--- config.mk ---
export PLATFORM = sky130hd
export DESIGN_NAME = dgs_sched
export DESIGN_NICKNAME = d
export VERILOG_FILES = /design/src/rtl/dgs_pkg.sv /design/src/rtl/dgs_queue.sv /design/src/rtl/dgs_pick.sv /design/src/rtl/dgs_hint.sv /design/src/rtl/dgs_sched.sv
export SDC_FILE = /design/constraint.sdc
export NUM_CORES = 1
export LEC_CHECK = 0
export BUFFER_PORTS_ARGS = -buffer_cell sky130_fd_sc_hd__buf_4
export CELL_PAD_IN_SITES_DETAIL_PLACEMENT = 0
export CELL_PAD_IN_SITES_GLOBAL_PLACEMENT = 1
export CORE_UTILIZATION = 40
export CTS_BUF_LIST = sky130_fd_sc_hd__clkbuf_4
export DETAILED_ROUTE_END_ITERATION = 6
export PLACE_DENSITY = 0.69
export SLEW_MARGIN = 20
export SYNTH_ARGS = -nofsm -noshare
export SYNTH_HDL_FRONTEND = slang
export SYNTH_SLANG_ARGS = --single-unit
--- constraint.sdc ---
create_clock -name clk -period 7.8 [get_ports clk]
set_input_delay 1.56 -clock clk [delete_from_list [all_inputs] [get_ports clk]]
set_output_delay 1.56 -clock clk [all_outputs]
set_load 0.02 [all_outputs]
--- src/rtl/dgs_pkg.sv ---
package dgs_pkg;

   // Direction encoding shared by the queues, the selection logic and the checker.
   typedef enum logic {
      DIR_RD = 1'b0,
      DIR_WR = 1'b1
   } dir_e;

   // Width of an occupancy counter able to hold 0..depth.
   function automatic int occ_width(input int depth);
      return $clog2(depth + 1);
   endfunction

endpackage

--- src/rtl/dgs_queue.sv ---
// Age-ordered request queue: index 0 is always the oldest entry.
// Removal by tag closes the gap by shifting younger entries down.
module dgs_queue #(
   parameter int DEPTH = 4,
   parameter int ROW_W = 8,
   parameter int TAG_W = 4,
   localparam int CNT_W = dgs_pkg::occ_width(DEPTH),
   localparam int IDX_W = $clog2(DEPTH)
) (
   input  logic                   clk,
   input  logic                   rst_n,
   input  logic                   push_en,
   input  logic [ROW_W-1:0]       push_row,
   input  logic [TAG_W-1:0]       push_tag,
   input  logic                   pull_en,
   input  logic [TAG_W-1:0]       pull_tag,
   output logic [CNT_W-1:0]       occ_o,
   output logic [DEPTH*ROW_W-1:0] rows_o,
   output logic [DEPTH*TAG_W-1:0] tags_o
);

   logic [ROW_W-1:0] row_q [DEPTH];
   logic [ROW_W-1:0] row_d [DEPTH];
   logic [TAG_W-1:0] tag_q [DEPTH];
   logic [TAG_W-1:0] tag_d [DEPTH];
   logic [CNT_W-1:0] occ_q, occ_mid, occ_d;

   logic             match_found;
   logic [IDX_W-1:0] match_idx;

   // Oldest live entry carrying the tag to pull.
   always_comb begin
      match_found = 1'b0;
      match_idx   = '0;
      for (int i = DEPTH - 1; i >= 0; i--) begin
         if ((CNT_W'(i) < occ_q) && (tag_q[i] == pull_tag)) begin
            match_found = 1'b1;
            match_idx   = IDX_W'(i);
         end
      end
   end

   // Removal first (shift down), then append behind the survivors.
   always_comb begin
      row_d   = row_q;
      tag_d   = tag_q;
      occ_mid = occ_q;
      if (pull_en && match_found) begin
         for (int i = 0; i < DEPTH - 1; i++) begin
            if (IDX_W'(i) >= match_idx) begin
               row_d[i] = row_q[i+1];
               tag_d[i] = tag_q[i+1];
            end
         end
         occ_mid = occ_q - 1'b1;
      end
      occ_d = occ_mid;
      if (push_en && (occ_mid < CNT_W'(DEPTH))) begin
         row_d[occ_mid[IDX_W-1:0]] = push_row;
         tag_d[occ_mid[IDX_W-1:0]] = push_tag;
         occ_d = occ_mid + 1'b1;
      end
   end

   always_ff @(posedge clk) begin
      if (!rst_n) begin
         occ_q <= '0;
         for (int i = 0; i < DEPTH; i++) begin
            row_q[i] <= '0;
            tag_q[i] <= '0;
         end
      end else begin
         occ_q <= occ_d;
         row_q <= row_d;
         tag_q <= tag_d;
      end
   end

   assign occ_o = occ_q;

   for (genvar i = 0; i < DEPTH; i++) begin : g_flat
      assign rows_o[i*ROW_W +: ROW_W] = row_q[i];
      assign tags_o[i*TAG_W +: TAG_W] = tag_q[i];
   end

endmodule

--- src/rtl/dgs_pick.sv ---
// Row-hit-first, then oldest, choice inside one age-ordered queue.
module dgs_pick #(
   parameter int DEPTH = 4,
   parameter int ROW_W = 8,
   parameter int TAG_W = 4,
   localparam int CNT_W = dgs_pkg::occ_width(DEPTH),
   localparam int IDX_W = $clog2(DEPTH)
) (
   input  logic [CNT_W-1:0]       occ_i,
   input  logic [DEPTH*ROW_W-1:0] rows_i,
   input  logic [DEPTH*TAG_W-1:0] tags_i,
   input  logic                   active_i,
   input  logic [ROW_W-1:0]       open_row_i,
   output logic                   pick_vld_o,
   output logic [ROW_W-1:0]       pick_row_o,
   output logic [TAG_W-1:0]       pick_tag_o
);

   logic [IDX_W-1:0] win_idx;

   // Lowest index is oldest; scanning downward leaves the oldest hit.
   always_comb begin
      win_idx = '0;
      for (int i = DEPTH - 1; i >= 0; i--) begin
         if (active_i && (CNT_W'(i) < occ_i) &&
             (rows_i[i*ROW_W +: ROW_W] == open_row_i)) begin
            win_idx = IDX_W'(i);
         end
      end
   end

   assign pick_vld_o = (occ_i != '0);
   assign pick_row_o = rows_i[win_idx*ROW_W +: ROW_W];
   assign pick_tag_o = tags_i[win_idx*TAG_W +: TAG_W];

endmodule

--- src/rtl/dgs_hint.sv ---
// Look-ahead hints over one queue: more work waiting, more work on a row.
module dgs_hint #(
   parameter int DEPTH = 4,
   parameter int ROW_W = 8,
   localparam int CNT_W = dgs_pkg::occ_width(DEPTH)
) (
   input  logic [CNT_W-1:0]       occ_i,
   input  logic [DEPTH*ROW_W-1:0] rows_i,
   input  logic [ROW_W-1:0]       probe_row_i,
   output logic                   more_req_o,
   output logic                   more_hit_o
);

   logic [CNT_W-1:0] hits;

   always_comb begin
      hits = '0;
      for (int i = 0; i < DEPTH; i++) begin
         if ((CNT_W'(i) < occ_i) && (rows_i[i*ROW_W +: ROW_W] == probe_row_i)) begin
            hits = hits + 1'b1;
         end
      end
   end

   assign more_req_o = (occ_i >= CNT_W'(2));
   assign more_hit_o = (hits  >= CNT_W'(2));

endmodule

--- src/rtl/dgs_sched.sv ---
// Per-bank read/write queues with direction-sticky, row-hit-first selection.
module dgs_sched #(
   parameter int NUM_BANKS = 4,
   parameter int QDEPTH    = 4,
   parameter int ROW_W     = 8,
   parameter int TAG_W     = 4,
   localparam int BANK_W   = $clog2(NUM_BANKS),
   localparam int CNT_W    = dgs_pkg::occ_width(QDEPTH)
) (
   input  logic              clk,
   input  logic              rst_n,
   input  logic              enq_valid,
   input  logic [BANK_W-1:0] enq_bank,
   input  logic              enq_write,
   input  logic [ROW_W-1:0]  enq_row,
   input  logic [TAG_W-1:0]  enq_tag,
   input  logic              rem_valid,
   input  logic [BANK_W-1:0] rem_bank,
   input  logic              rem_write,
   input  logic [TAG_W-1:0]  rem_tag,
   input  logic [BANK_W-1:0] sel_bank,
   input  logic              sel_active,
   input  logic [ROW_W-1:0]  sel_open_row,
   output logic              sel_valid,
   output logic              sel_write,
   output logic [TAG_W-1:0]  sel_tag,
   output logic [ROW_W-1:0]  sel_row,
   input  logic [BANK_W-1:0] hint_bank,
   input  logic              hint_write,
   input  logic [ROW_W-1:0]  hint_row,
   output logic              hint_more_req,
   output logic              hint_more_hit
);

   import dgs_pkg::*;

   // Elaboration-time parameter checks.
   if (NUM_BANKS < 2) begin : g_bad_banks
      $error("dgs_sched: NUM_BANKS must be at least 2");
   end
   if (QDEPTH < 2) begin : g_bad_depth
      $error("dgs_sched: QDEPTH must be at least 2");
   end
   if ((ROW_W < 1) || (TAG_W < 1)) begin : g_bad_width
      $error("dgs_sched: ROW_W and TAG_W must be positive");
   end

   logic [CNT_W-1:0]        occ  [NUM_BANKS][2];
   logic [QDEPTH*ROW_W-1:0] rows [NUM_BANKS][2];
   logic [QDEPTH*TAG_W-1:0] tags [NUM_BANKS][2];
   logic [NUM_BANKS*2*CNT_W-1:0] occ_flat;

   dir_e last_dir_q;

   // One queue per bank and direction; index 0 = read, 1 = write.
   for (genvar b = 0; b < NUM_BANKS; b++) begin : g_bank
      for (genvar d = 0; d < 2; d++) begin : g_dir
         dgs_queue #(
            .DEPTH (QDEPTH),
            .ROW_W (ROW_W),
            .TAG_W (TAG_W)
         ) u_queue (
            .clk      (clk),
            .rst_n    (rst_n),
            .push_en  (enq_valid && (enq_bank == BANK_W'(b)) && (enq_write == 1'(d))),
            .push_row (enq_row),
            .push_tag (enq_tag),
            .pull_en  (rem_valid && (rem_bank == BANK_W'(b)) && (rem_write == 1'(d))),
            .pull_tag (rem_tag),
            .occ_o    (occ[b][d]),
            .rows_o   (rows[b][d]),
            .tags_o   (tags[b][d])
         );
         assign occ_flat[(b*2+d)*CNT_W +: CNT_W] = occ[b][d];
      end
   end

   // Candidate from each direction of the queried bank.
   logic             pk_vld [2];
   logic [ROW_W-1:0] pk_row [2];
   logic [TAG_W-1:0] pk_tag [2];

   for (genvar d = 0; d < 2; d++) begin : g_pick
      dgs_pick #(
         .DEPTH (QDEPTH),
         .ROW_W (ROW_W),
         .TAG_W (TAG_W)
      ) u_pick (
         .occ_i      (occ[sel_bank][d]),
         .rows_i     (rows[sel_bank][d]),
         .tags_i     (tags[sel_bank][d]),
         .active_i   (sel_active),
         .open_row_i (sel_open_row),
         .pick_vld_o (pk_vld[d]),
         .pick_row_o (pk_row[d]),
         .pick_tag_o (pk_tag[d])
      );
   end

   // Stay with the last issued direction while it has work in the bank.
   logic pref, alt;

   always_comb begin
      pref      = (last_dir_q == DIR_WR);
      alt       = ~pref;
      sel_valid = 1'b0;
      sel_write = 1'b0;
      sel_tag   = '0;
      sel_row   = '0;
      if (pk_vld[pref]) begin
         sel_valid = 1'b1;
         sel_write = pref;
         sel_tag   = pk_tag[pref];
         sel_row   = pk_row[pref];
      end else if (pk_vld[alt]) begin
         sel_valid = 1'b1;
         sel_write = alt;
         sel_tag   = pk_tag[alt];
         sel_row   = pk_row[alt];
      end
   end

   always_ff @(posedge clk) begin
      if (!rst_n) begin
         last_dir_q <= DIR_RD;
      end else if (rem_valid) begin
         last_dir_q <= dir_e'(rem_write);
      end
   end

   dgs_hint #(
      .DEPTH (QDEPTH),
      .ROW_W (ROW_W)
   ) u_hint (
      .occ_i       (occ[hint_bank][hint_write]),
      .rows_i      (rows[hint_bank][hint_write]),
      .probe_row_i (hint_row),
      .more_req_o  (hint_more_req),
      .more_hit_o  (hint_more_hit)
   );

endmodule

==> impl_metrics.tcl, run 1 <==
set metrics [dict create \
    reg2reg_slack_ps 3760 \
    place.gp.congestion 1.011 \
    design.die.area_um2 71590 \
    min_path_type "reg -> reg" \
    drt_iter0_drc 2128 \
    track_usage_pct 29.41 \
    overflow 0 \
    netlist_instances 2795 \
    syn_area_per_cell_um2 10.09 \
    power.leakage_uw 0.01370 \
    synth_nets 2892 \
    critPathSlowestCell "nor4_1" \
    fmax_mhz 141.6 \
    yosysTopAreaCell "dfxtp_1" \
    end_kind "primary output" \
    setup_violations 0 \
    synth_most_common_cell "nand2_1" \
    drc 0 \
    io_buffers 63 \
    insertion_delay_ps 930 \
    routed_via_density 5.984 \
    placementRows 97 \
    synth-async-reset-ratio_pct 0 \
    outcome "completed" \
    r2r-start "g_bank[2].g_dir[0].u_queue.tags_o[1]" \
    root_buffer "clkbuf_4" \
    ys_seq_area_share_pct 29.03 \
    path_clk_slew_ps 60 \
    final_nets 2911 \
    critical_path.max_stage_delay_ps 630 \
    start_util_pct 40.35 \
    worst_pin_slew_ps 1247 \
    synthTopCellsByArea "dfxtp_1, mux2i_1, mux4_2" \
    drv_cap 0 \
    grt_max_degree 115 \
    avgRoutedWirePerCell_um 27.48 \
    htree_levels 3 \
    cts_hold_buf 0 \
    cts_buffer_depth 3 \
    grt_first_pass_wirelength_mm 154.7 \
    drtPass1Iterations 5 \
    cts_tree "yes" \
    post_cts_buffers 0 \
    required_ps 6240 \
    core_area_um2 69910 \
    synth_edf_count 0 \
    synth_top_area_share_pct 29.03 \
    ios 64 \
    slew_violations 0 \
    drive_above_1_share_pct 26.45 \
    power.density_nw_per_um2 149.0 \
    max_slew_margin_pct 16.61 \
    fin_worst_skew_ps 58.61 \
    cts.sinks 409 \
    fin_crit_ps 7063 \
    cp_data_arrival_time_ps 5500 \
    postRouteAntennaNets 0 \
    critical_path.cell_chain "buf_4 -> buf_4 -> buf_4 -> mux4_1 -> xnor2_1 -> nand3_1 -> nor4_1 -> a21oi_2 -> or2_1 -> o211ai_1 -> o211ai_1 -> buf_4" \
    cp-start-kind "input port" \
    critPathKind "in -> out" \
    hpwl_mm 76.09 \
    cts_resized 0 \
    hold_viol 0 \
    fin_setup_tns_ps 0 \
    synth-seq-cells 409 \
    ys.flop_type "dfxtp_1" \
    fillers 6851 \
    grt_pass1_vias 22720 \
    period_share_pct 90.55 \
    whs_path_depth 2 \
    cts_inserted_buffers 118 \
    dpl.cell_count 3634 \
    yosys_warnings 0 \
    die_w_um 267.6 \
    syn_to_final_growth_pct 9.115 \
    wl_mm 105.6 \
    fin_util_pct 44.03 \
    die_h_um 267.6 \
    antenna_found_initial 4 \
    instances_no_fill 3842 \
    crit_top_cell "buf_4" \
    ir_drop_uv 86.66 \
    timing.rr.end "g_bank[2].g_dir[0].u_queue.rows_o[11]" \
    grt_setup_unrepaired "false" \
    ys_types 76 \
    synth_area_um2 28210 \
    dr_total_vias 22990 \
    synth_common_cells "nand2_1, mux2i_1, dfxtp_1" \
    rr_worst_depth 10 \
    cp_max_fo 25 \
]
## layer usage
layer  vias to the layer above  GRT usage [%]  wire length (µm)  share of wire [%]
li1                      10210              -                 -                  -
met1                     11580          38.66             44840                 42
met2                       975          47.17             48910                 46
met3                       220          5.425              7654                7.2
met4                         4          12.42              4157                3.9
met5                         -              0                24              0.023
## cell usage in the layout, fill, tap and decap left out, types with 37 or more instances in the layout
cell      netlist  final
ha_1           49     49
mux4_2        167    167
xor2_1         97     97
buf_4           7    106
nand3_1        44     44
mux2i_1       431    431
a21oi_1        37     37
nand2_1       437    433
nor2_1         97     96
nor3_1         42     41
inv_1          45     45
clkbuf_4        0    174
mux2_2        260    260
dfxtp_1       409    409
xnor2_1       151    151
## through the flow
step / power, µW / worst slack, ps / cell area [µm²] / hold WS (ps)
6_report: 4586 / 737.2 / 30780 / 488.9
5_1_grt: 4762 / 588.3 / 30780 / 507.9
4_1_cts: 4632 / 801.1 / 30770 / 491.6
3_5_place_dp: 2620 / 808.4 / 29330 / 481.8
3_3_place_gp: 2615 / 821.9 / 29310 / 469.4
2_1_floorplan: 2473 / 805.7 / 28210 / 454.7
## cell families (layout without fill, tap and decap cells)
logic type | after synthesis | after routing | synth area share [%]
mux | 866 | 866 | 39.62
simple gates | 778 | 778 | 12.57
flops | 409 | 409 | 29.03
buf+inv | 261 | 366 | 4.222
xor+xnor | 250 | 250 | 7.815
compound gates | 182 | 182 | 4.582
fa+ha+maj | 49 | 49 | 2.173
other cells | 0 | 2 | 0
## report_power, final
group | switching, µW | internal (µW) | total [µW]
logic | 291 | 164 | 455
clock network | 996 | 1010 | 2010
registers | 20.9 | 2100 | 2130
total | 1310 | 3280 | 4590
## worst max-delay path by stage
| stage | from | endpoint | slack [ps] |
|---|---|---|---|
| 2_1_floorplan | hint_bank[0] | hint_more_hit | 810 |
| 3_3_place_gp | sel_bank[0] | sel_row[4] | 820 |
| 3_5_place_dp | sel_bank[0] | sel_row[4] | 810 |
| 4_1_cts | sel_bank[0] | sel_row[4] | 800 |
| 5_1_grt | sel_bank[1] | sel_row[4] | 590 |
| 6_report | sel_bank[1] | sel_tag[2] | 740 |
## cell type report
class / instances / area [µm²] / share of cell area, %
Tap cell: 940 / 1176 / 3.821
Multi-Input combinational cell: 2125 / 18880 / 61.34
Antenna cell: 2 / 5.005 / 0.01626
Clock inverter: 32 / 135.1 / 0.4390
Timing Repair Buffer: 113 / 913.4 / 2.967
Sequential cell: 409 / 8188 / 26.60
Clock buffer: 174 / 1306 / 4.244
Inverter: 47 / 176.4 / 0.5731
## critical path, delay by kind of cell
| kind | cells | cell delay [ps] |
|---|---|---|
| simple gates | 3 | 1160 |
| compound gates | 3 | 900 |
| mux | 1 | 390 |
| xor+xnor | 1 | 180 |
| buf+inv | 4 | 1270 |
Note: power is estimated with default switching activity, not from simulation.
==> run 2, diff against run 1 <==
--- a/config.mk
+++ b/config.mk
@@ -11,7 +11,9 @@
 export CORE_UTILIZATION = 40
 export CTS_BUF_LIST = sky130_fd_sc_hd__clkbuf_4
 export DETAILED_ROUTE_END_ITERATION = 6
+export HOLD_SLACK_MARGIN = 0.12
 export PLACE_DENSITY = 0.69
+export REMOVE_ABC_BUFFERS = 1
 export SLEW_MARGIN = 20
 export SYNTH_ARGS = -nofsm -noshare
 export SYNTH_HDL_FRONTEND = slang
==> run 2 against run 1 <==
Against the previous run: the run now ends with DRC left; sequential power is essentially flat; clock power grew 4%; clock-buffer cell count grew 3; combinational power grew 1%; sequential share of layout area shrank 0.23 points.
==> impl_metrics.tcl, run 2 (synthesis results as in run 1) <==
set metrics [dict create \
    track_usage_pct 30.25 \
    layout_common_cells "nand2_1, mux2i_1, dfxtp_1" \
    violations "DRC" \
    antenna_found_initial 1 \
    start_util_pct 40.35 \
    fin_setup_tns_ps 0 \
    cts_buffer_depth 3 \
    grt_max_degree 103 \
    seq_power_share_pct 45.3 \
    cp_data_arrival_time_ps 5680 \
    worstSetupEndpoint "sel_tag[2]" \
    total_power_uw 4686 \
    crit_path_start "sel_bank[0]" \
    intPower_uw 3365 \
    cts_hold_buf 0 \
    min_path_type "reg -> reg" \
    place_area_um2 29450 \
    die_w_um 267.6 \
    path_clk_slew_ps 60 \
    regArea_um2 8188 \
    p_clk_share_pct 44.8 \
    r2r-start "g_bank[2].g_dir[0].u_queue.tags_o[1]" \
    drive_above_1_share_pct 27.20 \
    insertion_delay_ps 910 \
    rr_worst_depth 10 \
    avgRoutedWirePerCell_um 28.08 \
    die_h_um 267.6 \
    power.share.switching_pct 28.19 \
    design.die.area_um2 71590 \
    drtPass1Iterations 7 \
    place.gp.congestion 0.9861 \
    grt_first_pass_wirelength_mm 157.1 \
    cp_max_fo 26 \
    pre_cts_slack_ps 648.7 \
    fillers 6746 \
    critPathKind "in -> out" \
    reg2reg_slack_ps 3870 \
    cts_tree "yes" \
    drt_iter0_drc 2254 \
    post_cts_buffers 0 \
    fin_ws_ps 562.7 \
    grt_pass1_vias 23120 \
    htree_levels 3 \
    switching_power_uw 1321 \
    dr_total_vias 23200 \
    core_area_um2 69910 \
    overflow 0 \
    required_ps 6240 \
    fin_worst_skew_ps 58.10 \
    multi_input_area_um2 18900 \
    ios 64 \
    drc 4 \
    final_cell_area_um2 31040 \
    period_share_pct 92.79 \
    end_kind "primary output" \
    hold_viol 0 \
    grt_setup_unrepaired "false" \
    max_slew_margin_pct 17.68 \
    drv_cap 0 \
    ir_drop_uv 92.40 \
    hpwl_mm 77.74 \
    slew_violations 0 \
    wl_mm 108.7 \
    cts_inserted_buffers 119 \
    final_nets 2935 \
    cts_resized 0 \
    cts.sinks 409 \
    outcome "finished with violations" \
    io_buffers 63 \
    fmax_mhz 138.2 \
    setup_violations 0 \
    placementRows 97 \
    power.density_nw_per_um2 150.9 \
    syn_to_final_growth_pct 10.05 \
    power.leakage_uw 0.01388 \
    root_buffer "clkbuf_4" \
    worst_pin_slew_ps 1232 \
    routed_via_density 5.992 \
    cp-start-kind "input port" \
    postRouteAntennaNets 0 \
    combPwrFrac_pct 9.8 \
    timing.rr.end "g_bank[2].g_dir[0].u_queue.rows_o[14]" \
    fin_crit_ps 7237 \
]
==> run 2: cell type report <==
class	instances	share of cell area (%)
clock inverter	33	0.6408
sequential	409	26.38
timing repair buffer	136	3.426
multi-input combinational	2125	60.89
clock buffer	177	4.280
inverter	47	0.5683
antenna	4	0.03224
tap	940	3.789
==> run 2: stage by stage <==
step / hold slack, ps / util (%) / cells
final: 492.4 / 44.41 / 3871
after floorplan: 455.8 / - / 2581
after global placement: 474.9 / 42.11 / 3654
after global routing: 517.5 / 44.40 / 3868
after detailed placement: 487.5 / 42.13 / 3654
after CTS: 494.7 / 44.32 / 3864
==> run 2: how the worst min path moves through the flow <==
stage / from / end / cells after the start
after floorplan: flop / flop / 2
after global placement: flop / flop / 2
after detailed placement: flop / flop / 2
after CTS: flop / flop / 2
after global routing: flop / flop / 2
final: flop / flop / 2
==> run 2: critical path: stages <==
cell and delay (ps):
buf_6 290, buf_4 400, buf_4 410, mux4_2 620
nor3_1 210, buf_4 180, nand4b_1 170, nor3_2 100
buf_4 170, or2_1 330, o211ai_1 620, o211ai_1 280
buf_4 240
==> run 2: power groups by stage <==
stage / Combinational (µW) / Sequential (µW) / Clock, µW
after floorplan: 219 / 2160 / 0
after global placement: 449 / 2170 / 0
after detailed placement: 455 / 2170 / 0
after CTS: 457 / 2120 / 2150
after global routing: 486 / 2120 / 2270
final: 460 / 2120 / 2100
==> run 2: routing by layer <==
metal  vias up  track usage (%)  part of all wire (%)
li1      10280                -                     -
met1     11590            39.63                    43
met2      1061            47.78                    46
met3       267            5.333                   6.9
met4         0            15.18                   4.9
met5         -                0                     0
==> run 3, diff against run 2 <==
--- a/config.mk
+++ b/config.mk
@@ -5,6 +5,7 @@
 export SDC_FILE = /design/constraint.sdc
 export NUM_CORES = 1
 export LEC_CHECK = 0
+export ABC_AREA = 1
 export BUFFER_PORTS_ARGS = -buffer_cell sky130_fd_sc_hd__buf_4
 export CELL_PAD_IN_SITES_DETAIL_PLACEMENT = 0
 export CELL_PAD_IN_SITES_GLOBAL_PLACEMENT = 1
@@ -12,9 +13,10 @@
 export CTS_BUF_LIST = sky130_fd_sc_hd__clkbuf_4
 export DETAILED_ROUTE_END_ITERATION = 6
 export HOLD_SLACK_MARGIN = 0.12
-export PLACE_DENSITY = 0.69
+export PLACE_DENSITY = 0.78
 export REMOVE_ABC_BUFFERS = 1
 export SLEW_MARGIN = 20
 export SYNTH_ARGS = -nofsm -noshare
 export SYNTH_HDL_FRONTEND = slang
+export SYNTH_HIERARCHICAL = 1
 export SYNTH_SLANG_ARGS = --single-unit
==> run 3 against run 2 <==
Against the previous run: the flow still finishes with violations (DRC); combinational power up 110%; cell count up 98%; highest routed layer unchanged; largest power group is now the clock network; non-clock buffer count down 31; maximum frequency up 7.7%; sequential power about the same; routed wire length up 32%; die area up 27%; hold slack better by 7.6 ps; total power up 13%.
==> impl_metrics.tcl, run 3 <==
set metrics [dict create \
    netlist_instances 6494 \
    synth-seq-cells 409 \
    yosysTopAreaCell "dfxtp_1" \
    fin_util_pct 42.70 \
    htree_levels 4 \
    ys_seq_area_share_pct 22.75 \
    die_w_um 302.0 \
    place.gp.congestion 1.024 \
    instances_no_fill 7680 \
    post_cts_buffers 0 \
    drc 12 \
    critPathSlowestCell "nand3_2" \
    cp_max_fo 34 \
    setup_violations 0 \
    io_buffers 63 \
    design.die.area_um2 91190 \
    drv_cap 0 \
    power.density_nw_per_um2 139.7 \
    cts_inserted_buffers 133 \
    cp-start-kind "input port" \
    cts_buffer_depth 3 \
    ios 64 \
    overflow 0 \
    grt_setup_unrepaired "false" \
    grt_pass1_vias 34210 \
    root_buffer "clkbuf_4" \
    final_common_cell "nand2_1" \
    critical_path.max_stage_delay_ps 440 \
    routed_via_density 5.014 \
    drt_iter0_drc 3594 \
    path_clk_slew_ps 60 \
    postRouteAntennaNets 0 \
    drive_above_1_share_pct 13.04 \
    outcome "finished with violations" \
    ys.flop_type "dfxtp_1" \
    max_slew_margin_pct 31.96 \
    period_share_pct 86.13 \
    syn_area_per_cell_um2 5.543 \
    drtPass1Iterations 7 \
    required_ps 6240 \
    end_kind "primary output" \
    fin_setup_tns_ps 0 \
    cp_data_arrival_time_ps 5160 \
    avgRoutedWirePerCell_um 18.66 \
    slew_violations 0 \
    cts_tree "yes" \
    ir_drop_uv 136.0 \
    cts_hold_buf 0 \
    synth_edf_count 0 \
    power.leakage_uw 0.01909 \
    dpl.cell_count 7457 \
    yosys_warnings 6 \
    min_path_type "reg -> reg" \
    hold_viol 0 \
    insertion_delay_ps 1070 \
    syn_to_final_growth_pct 5.336 \
    cts.sinks 409 \
    final_nets 6494 \
    fin_crit_ps 6718 \
    placementRows 109 \
    dr_total_vias 38500 \
    fin_worst_skew_ps 60.68 \
    violations "DRC" \
    cts_resized 0 \
    synthTopCellsByArea "dfxtp_1, nand2_1, inv_1" \
    synth_common_cells "nand2_1, inv_1, nor2_1" \
    layout_common_cells "nand2_1, inv_1, nor2_1" \
    ys_types 46 \
    crit_top_cell "nand2_1" \
    path_buf_inv 5 \
    fillers 10130 \
    worst_pin_slew_ps 1018 \
    synth-async-reset-ratio_pct 0 \
    fmax_mhz 148.8 \
    critical_path.cell_chain "buf_4 -> clkinv_2 -> buf_12 -> a21oi_1 -> o21ai_0 -> nand2_1 -> inv_1 -> nand2_1 -> nand4_1 -> nor2_1 -> nand3_2 -> nand2_4 -> nand2_1 -> nand3_1 -> nand2_1 -> nand2_1 -> o21ai_0 -> nand2_1 -> nand2_1 -> buf_4" \
    synth_area_um2 35990 \
    critPathKind "in -> out" \
    grt_first_pass_wirelength_mm 214.2 \
    synth_most_common_cell "nand2_1" \
    wl_mm 143.3 \
    cp_top_family "simple AND/OR/NAND/NOR gates" \
    core_area_um2 88780 \
    synth_top_area_share_pct 22.75 \
    grt_max_degree 171 \
    die_h_um 302.0 \
    track_usage_pct 31.19 \
    antenna_found_initial 8 \
    start_util_pct 40.54 \
    hpwl_mm 101.1 \
]
-- run 3: metal layers --
metal	up-vias	routed length, µm	track usage (%)
li1	19460	-	-
met2	1431	64040	50.31
met1	17360	64190	42.18
met4	0	4961	11.54
met5	-	0	0
met3	253	10160	4.238
-- run 3: through the flow --
step,hold slack [ps],power (µW),area [µm²],setup WS [ps]
floorplan,478.7,2700,34000,1304
global placement,490.9,3127,36350,1148
detailed placement,492.8,3129,36350,1180
CTS,501.6,5344,37890,1178
global route,519.4,5554,37910,807.9
finish,500.0,5297,37920,1082
-- run 3: layout make-up --
type,instances,area [µm²],area share [%]
Antenna cell,11,27.53,0.07260
Inverter,1091,4124,10.88
Clock inverter,31,178.9,0.4719
Sequential cell,409,8188,21.60
Multi-Input combinational cell,4687,21690,57.22
Tap cell,1165,1458,3.845
Timing Repair Buffer,105,887.1,2.340
Clock buffer,181,1359,3.584
-- run 3: power by group --
part,switching [µW],leakage [µW],internal (µW),total [µW]
logic,695,0.0149,270,965
clock network,1070,0.000922,1120,2200
registers,23.9,0.00330,2110,2140
total,1790,0.0191,3510,5300
-- run 3: worst paths after layout --
check	cells after the start	startpoint	to	slack (ps)
max	20	sel_bank[1]	sel_row[3]	1080
min	2	flop	flop	500
max reg2reg	16	g_bank[3].g_dir[1].u_queue/occ_o[1]	flop	5120
min reg2reg	2	flop	flop	500
-- run 3: logic make-up after synthesis --
group / Yosys count / synth area share (%)
AO/OA/AOI/OAI: 647 / 9.372
XOR/XNOR: 60 / 1.460
adder cells (fa/ha/maj): 19 / 0.6605
buffers and inverters: 1398 / 16.99
flip-flops: 409 / 22.75
multiplexers: 64 / 2.002
AND/OR/NAND/NOR: 3897 / 46.77
-- run 3: worst min-delay path: stages, from the launching register on --
cell and delay, ps:
dfxtp_1 320, nor2_1 100, nor2_1 50
